$ cat src/rtl/dma_steal_pkg.sv
package dma_steal_pkg;

    localparam int NCH     = 2;
    localparam int CH_W    = (NCH > 1) ? $clog2(NCH) : 1;
    localparam int ADDR_W  = 20;
    localparam int CNT_W   = 16;
    localparam int DATA_W  = 16;
    localparam int OFF_W   = 3;
    localparam int RADDR_W = CH_W + OFF_W;
    localparam int REG_W   = ADDR_W;

    localparam logic [OFF_W-1:0] OFF_SRC = 3'd0;
    localparam logic [OFF_W-1:0] OFF_DST = 3'd1;
    localparam logic [OFF_W-1:0] OFF_RLD = 3'd2;
    localparam logic [OFF_W-1:0] OFF_CNT = 3'd3;
    localparam logic [OFF_W-1:0] OFF_CTL = 3'd4;

    typedef struct packed {
        logic dst_fwd;
        logic src_fwd;
        logic unit16;
        logic repeat_m;
        logic enable;
    } ctl_t;

    localparam int CTL_W = $bits(ctl_t);

    typedef enum logic [1:0] {
        ST_IDLE  = 2'd0,
        ST_WAIT  = 2'd1,
        ST_READ  = 2'd2,
        ST_WRITE = 2'd3
    } xfer_st_e;

    typedef struct packed {
        logic [ADDR_W-1:0] src;
        logic [ADDR_W-1:0] dst;
        logic              unit16;
    } xfer_desc_t;

    function automatic logic [ADDR_W-1:0] fwd_step(input logic [ADDR_W-1:0] a,
                                                   input logic unit16);
        return a + {{(ADDR_W-2){1'b0}}, unit16, ~unit16};
    endfunction

endpackage

$ cat src/rtl/dma_req_arb.sv
module dma_req_arb
    import dma_steal_pkg::*;
(
    input  logic            clk,
    input  logic            rst,
    input  logic [NCH-1:0]  pend,
    input  logic            idle,
    output logic [NCH-1:0]  gnt,
    output logic [CH_W-1:0] gnt_idx,
    output logic            any
);
    logic found;

    always_comb begin
        gnt     = '0;
        gnt_idx = '0;
        found   = 1'b0;
        for (int i = 0; i < NCH; i++) begin
            if (pend[i] && !found) begin
                gnt[i]  = idle;
                gnt_idx = CH_W'(i);
                found   = 1'b1;
            end
        end
    end

    assign any = found && idle;

    assert_grant_onehot_R11: assert property (@(posedge clk) disable iff (rst)
        $onehot0(gnt));
    assert_low_index_first_R11: assert property (@(posedge clk) disable iff (rst)
        (pend[0] && idle) |-> (gnt[0] && gnt_idx == '0));

endmodule

$ cat src/rtl/dma_xfer_fsm.sv
module dma_xfer_fsm
    import dma_steal_pkg::*;
(
    input  logic              clk,
    input  logic              rst,
    input  logic              start,
    input  logic [CH_W-1:0]   start_idx,
    input  xfer_desc_t        desc_in,
    input  logic              bus_gnt,
    input  logic [DATA_W-1:0] mem_rdata,
    output logic              bus_req,
    output logic [ADDR_W-1:0] mem_addr,
    output logic              mem_rd,
    output logic              mem_wr,
    output logic              mem_half,
    output logic [DATA_W-1:0] mem_wdata,
    output logic [NCH-1:0]    done,
    output logic              idle
);
    xfer_st_e          st_q;
    logic [CH_W-1:0]   idx_q;
    xfer_desc_t        desc_q;
    logic [DATA_W-1:0] data_q;

    always_ff @(posedge clk) begin
        if (rst) begin
            st_q   <= ST_IDLE;
            idx_q  <= '0;
            desc_q <= '0;
            data_q <= '0;
        end else begin
            unique case (st_q)
                ST_IDLE: if (start) begin
                    st_q   <= ST_WAIT;
                    idx_q  <= start_idx;
                    desc_q <= desc_in;
                end
                ST_WAIT: if (bus_gnt) st_q <= ST_READ;
                ST_READ: begin
                    data_q <= mem_rdata;
                    st_q   <= ST_WRITE;
                end
                ST_WRITE: st_q <= ST_IDLE;
                default:  st_q <= ST_IDLE;
            endcase
        end
    end

    assign idle      = (st_q == ST_IDLE);
    assign bus_req   = !idle;
    assign mem_rd    = (st_q == ST_READ);
    assign mem_wr    = (st_q == ST_WRITE);
    assign mem_addr  = mem_rd ? desc_q.src : desc_q.dst;
    assign mem_half  = desc_q.unit16;
    assign mem_wdata = data_q;

    always_comb begin
        done = '0;
        for (int i = 0; i < NCH; i++) begin
            if (mem_wr && idx_q == CH_W'(i)) done[i] = 1'b1;
        end
    end

    assert_rd_wr_excl_R2: assert property (@(posedge clk) disable iff (rst)
        !(mem_rd && mem_wr));
    assert_rd_then_wr_R2: assert property (@(posedge clk) disable iff (rst)
        mem_rd |=> (mem_wr && !mem_rd));
    assert_rd_after_gnt_R2: assert property (@(posedge clk) disable iff (rst)
        $rose(mem_rd) |-> $past(bus_gnt));
    assert_release_after_wr_R2: assert property (@(posedge clk) disable iff (rst)
        mem_wr |=> !bus_req);

endmodule

$ cat src/rtl/dma_chan_regs.sv
module dma_chan_regs
    import dma_steal_pkg::*;
(
    input  logic             clk,
    input  logic             rst,
    input  logic             wr_en,
    input  logic [OFF_W-1:0] off,
    input  logic [REG_W-1:0] wdata,
    output logic [REG_W-1:0] rdata,
    input  logic             req,
    input  logic             take,
    input  logic             done,
    output logic             pend,
    output xfer_desc_t       desc,
    output logic             irq
);
    logic [ADDR_W-1:0] src_q, dst_q, fwd_q;
    logic [CNT_W-1:0]  rld_q, cnt_q;
    ctl_t              ctl_q;
    logic              first_q, pend_q, irq_q;

    logic              legal, active;
    logic [ADDR_W-1:0] first_ptr, cur_ptr;
    logic [CNT_W-1:0]  cur_cnt;
    logic              underflow;

    assign legal     = !(ctl_q.src_fwd && ctl_q.dst_fwd);
    assign active    = ctl_q.enable && legal;
    assign first_ptr = ctl_q.src_fwd ? src_q : dst_q;
    assign cur_ptr   = first_q ? first_ptr : fwd_q;
    assign cur_cnt   = first_q ? rld_q : cnt_q;
    assign underflow = done && (cur_cnt == '0);

    always_ff @(posedge clk) begin
        if (rst) begin
            src_q   <= '0;
            dst_q   <= '0;
            fwd_q   <= '0;
            rld_q   <= '0;
            cnt_q   <= '0;
            ctl_q   <= '0;
            first_q <= 1'b0;
            pend_q  <= 1'b0;
            irq_q   <= 1'b0;
        end else begin
            irq_q  <= 1'b0;
            pend_q <= active ? ((pend_q && !take) || req) : 1'b0;
            if (wr_en) begin
                unique case (off)
                    OFF_SRC: if (ctl_q.src_fwd || !ctl_q.enable) src_q <= wdata;
                    OFF_DST: if (ctl_q.dst_fwd || !ctl_q.enable) dst_q <= wdata;
                    OFF_RLD: rld_q <= wdata[CNT_W-1:0];
                    OFF_CTL: begin
                        ctl_q <= ctl_t'(wdata[CTL_W-1:0]);
                        if (wdata[0] && !ctl_q.enable) first_q <= 1'b1;
                    end
                    default: ;
                endcase
            end
            if (done) begin
                fwd_q   <= fwd_step(cur_ptr, ctl_q.unit16);
                first_q <= 1'b0;
                if (underflow) begin
                    irq_q <= 1'b1;
                    if (ctl_q.repeat_m) begin
                        cnt_q <= rld_q;
                    end else begin
                        cnt_q        <= '0;
                        ctl_q.enable <= 1'b0;
                    end
                end else begin
                    cnt_q <= cur_cnt - 1'b1;
                end
            end
        end
    end

    always_comb begin
        unique case (off)
            OFF_SRC: rdata = (ctl_q.enable && ctl_q.src_fwd) ? cur_ptr : src_q;
            OFF_DST: rdata = (ctl_q.enable && ctl_q.dst_fwd) ? cur_ptr : dst_q;
            OFF_RLD: rdata = REG_W'(rld_q);
            OFF_CNT: rdata = REG_W'(cnt_q);
            OFF_CTL: rdata = REG_W'(ctl_q);
            default: rdata = '0;
        endcase
    end

    assign pend        = pend_q;
    assign irq         = irq_q;
    assign desc.src    = ctl_q.src_fwd ? cur_ptr : src_q;
    assign desc.dst    = ctl_q.dst_fwd ? cur_ptr : dst_q;
    assign desc.unit16 = ctl_q.unit16;

    assert_irq_single_cycle_R7: assert property (@(posedge clk) disable iff (rst)
        irq_q |=> !irq_q);
    assert_single_stops_R5: assert property (@(posedge clk) disable iff (rst)
        (done && cur_cnt == '0 && !ctl_q.repeat_m && !wr_en) |=> !ctl_q.enable);
    assert_repeat_stays_R6: assert property (@(posedge clk) disable iff (rst)
        (done && ctl_q.repeat_m && ctl_q.enable && !wr_en) |=> ctl_q.enable);
    assert_fixed_src_locked_R9: assert property (@(posedge clk) disable iff (rst)
        (wr_en && off == OFF_SRC && !ctl_q.src_fwd && ctl_q.enable) |=> $stable(src_q));
    assert_fixed_dst_locked_R9: assert property (@(posedge clk) disable iff (rst)
        (wr_en && off == OFF_DST && !ctl_q.dst_fwd && ctl_q.enable) |=> $stable(dst_q));
    assert_illegal_no_pend_R8: assert property (@(posedge clk) disable iff (rst)
        (ctl_q.src_fwd && ctl_q.dst_fwd) |=> !pend_q);

endmodule

$ cat src/rtl/dma_steal_ctrl.sv
module dma_steal_ctrl
    import dma_steal_pkg::*;
(
    input  logic               clk,
    input  logic               rst,
    input  logic               reg_wr,
    input  logic [RADDR_W-1:0] reg_addr,
    input  logic [REG_W-1:0]   reg_wdata,
    output logic [REG_W-1:0]   reg_rdata,
    input  logic [NCH-1:0]     dreq,
    output logic               bus_req,
    input  logic               bus_gnt,
    output logic [ADDR_W-1:0]  mem_addr,
    output logic               mem_rd,
    output logic               mem_wr,
    output logic               mem_half,
    output logic [DATA_W-1:0]  mem_wdata,
    input  logic [DATA_W-1:0]  mem_rdata,
    output logic [NCH-1:0]     irq
);
    logic [CH_W-1:0]  reg_ch;
    logic [OFF_W-1:0] reg_off;
    logic [REG_W-1:0] rd_arr   [NCH];
    xfer_desc_t       desc_arr [NCH];
    logic [NCH-1:0]   pend, take, done;
    logic [CH_W-1:0]  gnt_idx;
    logic             start, idle;

    assign reg_ch  = reg_addr[RADDR_W-1:OFF_W];
    assign reg_off = reg_addr[OFF_W-1:0];

    for (genvar c = 0; c < NCH; c++) begin : g_chan
        dma_chan_regs u_chan (
            .clk   (clk),
            .rst   (rst),
            .wr_en (reg_wr && reg_ch == CH_W'(c)),
            .off   (reg_off),
            .wdata (reg_wdata),
            .rdata (rd_arr[c]),
            .req   (dreq[c]),
            .take  (take[c]),
            .done  (done[c]),
            .pend  (pend[c]),
            .desc  (desc_arr[c]),
            .irq   (irq[c])
        );
    end

    assign reg_rdata = rd_arr[reg_ch];

    dma_req_arb u_arb (
        .clk     (clk),
        .rst     (rst),
        .pend    (pend),
        .idle    (idle),
        .gnt     (take),
        .gnt_idx (gnt_idx),
        .any     (start)
    );

    dma_xfer_fsm u_fsm (
        .clk       (clk),
        .rst       (rst),
        .start     (start),
        .start_idx (gnt_idx),
        .desc_in   (desc_arr[gnt_idx]),
        .bus_gnt   (bus_gnt),
        .mem_rdata (mem_rdata),
        .bus_req   (bus_req),
        .mem_addr  (mem_addr),
        .mem_rd    (mem_rd),
        .mem_wr    (mem_wr),
        .mem_half  (mem_half),
        .mem_wdata (mem_wdata),
        .done      (done),
        .idle      (idle)
    );

endmodule

$ cat config.mk
export PLATFORM = sky130hd
export DESIGN_NAME = dma_steal_ctrl
export DESIGN_NICKNAME = d
export VERILOG_FILES = /design/src/rtl/dma_steal_pkg.sv /design/src/rtl/dma_req_arb.sv /design/src/rtl/dma_xfer_fsm.sv /design/src/rtl/dma_chan_regs.sv /design/src/rtl/dma_steal_ctrl.sv
export SDC_FILE = /design/constraint.sdc
export NUM_CORES = 1
export LEC_CHECK = 0
export ABC_AREA = 1
export BUFFER_PORTS_ARGS = -buffer_cell sky130_fd_sc_hd__buf_2
export CAP_MARGIN = 20
export CORE_UTILIZATION = 45
export CTS_BUF_LIST = sky130_fd_sc_hd__clkbuf_16
export DETAILED_ROUTE_END_ITERATION = 10
export GPL_TIMING_DRIVEN = 0
export PLACE_DENSITY_LB_ADDON = 0.05
export REMOVE_ABC_BUFFERS = 1
export SLEW_MARGIN = 30
export SYNTH_ARGS = -nofsm -noshare
export SYNTH_HDL_FRONTEND = slang
export SYNTH_SLANG_ARGS = --single-unit
$ cat constraint.sdc
create_clock -name clk -period 2.8 [get_ports clk]
set_clock_uncertainty 0.05 [all_clocks]
set_input_delay 0.56 -clock clk [delete_from_list [all_inputs] [get_ports clk]]
set_output_delay 0.56 -clock clk [all_outputs]
set_load 0.05 [all_outputs]
==> metrics.csv <==
stage,metric,value,unit
run,cap_violations,0,
timing,post-route-period-util,1.076,
clock_tree,h-tree-depth,1,
routing,wl,68.39,mm
floorplanning,die_h,190.3,um
yosys,synth_async_sr_flop_share,0,
placed_design,placed_area,16850,um2
clock_tree,cts_max_path_buffers,3,
timing,tightestPinTransition,1.050,ns
layout,nFillCells,3324,
power,powerDensity,514.7,nW/um2
setup_path,cp_slowest_cell,dfxtp_4,
timing,setup_viol,20,
routing,drt-initial-drc-count,1782,
setup_path,cp_top_family,simple AND/OR/NAND/NOR gates,
yosys,synth_warnings,0,
routing,via_per_inst,5.851,
setup_path,max_stage_delay,0.38,ns
clock_tree,clk_root_buffer_cell,clkbuf_16,
run_status,outcome,"finished, violations left",
layout,syn2layout_area_growth,28.96,%
run_status,violations,setup timing,
routing,wire_per_inst,21.37,um
clock_tree,cts_made_buffers,31,
timing,setup_ws,-0.2116,ns
min_path,whs_path_depth,3,
yosys,synth_edf_count,0,
clock_tree,postCtsHoldBufs,0,
routing,firstDrtPassIters,8,
setup_path,critPathBufInv,3,
setup_path,crit_fanout,8,
global_route,grt_pass1_vias,16870,
placed_design,dp_hpwl,41.27,mm
timing,hold_viol,0,
floorplanning,placementRows,68,
timing,fin_crit,3.012,ns
yosys,netlist_instances,2575,
yosys,synth-seq-cells,260,
power,ir_worst_vdd,593.3,uV
routing,drc,0,
yosys,synth.most_common_cell,nand2_1,
floorplanning,floorplan.initialDensity,0.4596,
clock_tree,clock_latency,0.60,ns
yosys,synth.distinct_cells,47,
timing,grt_setup_unrepaired,true,
yosys,synthTopCellsByArea,"dfxtp_1 (33%), nand2_1 (14%), o21ai_0 (12%)",
setup_path,critical_path_depth,11,
placed_design,pre_cts_ws,-1.104,ns
power,cellLeakagePower,0.008474,uW
timing,fmax,0.3320,GHz
floorplanning,die_area,36210,um2
setup_path,critPathArrivalTime,2.40,ns
placed_design,gp_congestion,0.9578,
yosys,synthFlopType,dfxtp_1,
floorplanning,core_area,34710,um2
placed_design,portBuffers,107,
setup_path,worstPathRequired,2.19,ns
yosys,ys_seq_area_frac,0.3263,
global_route,antenna_found_initial,0,
global_route,grtUsageTotal,0.3647,
layout,finalNetCount,2782,
layout,drive_above_1_share,0.2156,
layout,stdcell_area,20570,um2
setup_path,path_class,reg -> out,
min_path,hold_path.class,in -> reg,
setup_path,r2r_cells,14,
yosys,synth_top_cells_by_count,"nand2_1 (590), o21ai_0 (368), a21oi_1 (328), inv_1 (304), dfxtp_1 (260)",
floorplanning,die_w,190.3,um
timing,maxSlewViolCount,0,
routing,ant_nets,0,
global_route,grt_overflow_total,0,
global_route,grt_max_degree,90,
layout,num_antenna_cells,0,
routing,vias,18730,
setup_path,worstSetupStartpointType,flop,
timing,relSlewSlack,0.2950,
setup_path,crit_path_cell_trace,buf_12 -> buf_12 -> nand2_4 -> nand2_1 -> nand2_1 -> nand2_2 -> o21ai_1 -> o21ai_1 -> nor3b_2 -> o21ai_2 -> buf_6,
clock_tree,path_clk_slew,0.06,ns
setup_path,worstSetupEndpointType,output port,
floorplanning,io_pins,108,
global_route,grt_pass1_wl,100.8,mm
yosys,yosys.area.top_type,dfxtp_1,
yosys,yosys.area.top_type_share,0.3263,
clock_tree,cts.sinks,260,
yosys,synth.avg_cell_area,6.195,um2
clock_tree,cts_tree,yes,
yosys,synth_area,15950,um2
## kinds of logic (layout without fill, tap and decap cells)
| family | after synthesis | count (layout) | share of synthesized area |
|---|---|---|---|
| fa+ha+maj | 14 | 14 | 0.01192 |
| flops | 260 | 260 | 0.3263 |
| simple gates | 982 | 990 | 0.2565 |
| xor+xnor | 12 | 12 | 0.006589 |
| compound gates | 833 | 833 | 0.2792 |
| buf+inv | 474 | 637 | 0.1195 |
## layout by cell type (no fill, tap or decap), drive strengths merged, types with 8 or more instances in the layout
| cell | synthesis | routed |
|---|---|---|
| clkinvlp | 0 | 8 |
| a21oi | 328 | 328 |
| o211ai | 45 | 45 |
| o21ai | 414 | 414 |
| dfxtp | 260 | 260 |
| clkbuf | 115 | 33 |
| nand4 | 12 | 12 |
| nand2 | 592 | 600 |
| or2 | 9 | 9 |
| nand3 | 153 | 153 |
| xor2 | 9 | 9 |
| inv | 314 | 322 |
| ha | 12 | 12 |
| nor3 | 13 | 13 |
| clkinv | 2 | 18 |
| nor2 | 197 | 197 |
| o2111ai | 15 | 15 |
| buf | 43 | 255 |
| o22ai | 14 | 14 |
## path summary, 6_finish.rpt
path                              from                    endpoint  slack (ns)
min reg2reg  g_chan[1].u_chan.cnt_q[3]   g_chan[1].u_chan.cnt_q[3]        0.40
max reg2reg  g_chan[1].u_chan.ctl_q[3]  g_chan[1].u_chan.fwd_q[16]        0.06
min                            dreq[1]       g_chan[1].u_chan.pend        0.14
max          g_chan[0].u_chan.ctl_q[3]                reg_rdata[2]       -0.21
## what timing repair did
action | in CTS | in global routing
cloned | 19 | 3
setup endpoints to repair | 108 | 92
buffers inserted | 91 | 37
pin swaps | 64 | 56
gates resized for setup | 360 | 112
## cell type report
| cell class | count | area [um2] | share of cell area |
|---|---|---|---|
| multi-input cells | 1849 | 9935 | 0.4829 |
| flip-flops and latches | 260 | 5233 | 0.2543 |
| repair buffers | 257 | 2495 | 0.1213 |
| inverters | 316 | 1343 | 0.06526 |
| clock buffers | 31 | 775.7 | 0.03771 |
| well taps | 455 | 569.3 | 0.02767 |
| clock inverters | 26 | 141.4 | 0.006873 |
| repair inverters | 7 | 81.33 | 0.003953 |
## state kept, by name, summed over array words and instances, names as in the netlist
register               cells
g_chan.u_chan.fwd_q       40
g_chan.u_chan.cnt_q       32
g_chan.u_chan.desc         2
g_chan.u_chan.rld_q       32
u_fsm.mem_half             1
g_chan.u_chan.pend         2
u_fsm.st_q                 2
u_fsm.desc_q              40
g_chan.u_chan.dst_q       40
u_fsm.mem_wdata           16
u_fsm.idx_q                1
g_chan.u_chan.first_q      2
g_chan.u_chan.irq          2
g_chan.u_chan.src_q       40
g_chan.u_chan.ctl_q        8
## through the flow
stage / instances / hold WS, ns / total power, uW / utilization / TNS (ns)
after floorplan: 2417 / 0.3676 / 5680 / - / -197.90
after global placement: 2979 / 0.3780 / 6346 / 0.4706 / -945.92
after detailed placement: 2995 / 0.3870 / 6442 / 0.4853 / -51.62
after CTS: 3162 / 0.1236 / 10400 / 0.5735 / -2.384
after global routing: 3201 / 0.1495 / 10990 / 0.5926 / -3.011
final: 3201 / 0.1367 / 10590 / 0.5926 / -2.371
## report_power, final
group | internal (uW) | switching (uW)
clock | 2080 | 1720
sequential | 3890 | 114
combinational | 863 | 1920
total | 6830 | 3760
## per-layer routing
layer | global-route usage | wire length [um] | up-vias
met4 | 0.1717 | 3774 | 0
met2 | 0.5531 | 28840 | 956
met1 | 0.5054 | 29240 | 8743
li1 | - | - | 8827
met3 | 0.05484 | 6539 | 204
met5 | 0 | 0 | -
## worst reg2reg max path, cell delays in order, from the launching register on
cell and delay, ns:
dfxtp_4 0.47, buf_12 0.18, o211ai_1 0.12, o21ai_2 0.12, ha_2 0.24, inv_1 0.06
fa_1 0.44, nor2_2 0.16, nand2_2 0.16, nor2_4 0.26, nand2_1 0.09, nand2_1 0.09
nand2_1 0.06, nand2_1 0.05, o21ai_1 0.06
Power figures use the tool's default switching activity.
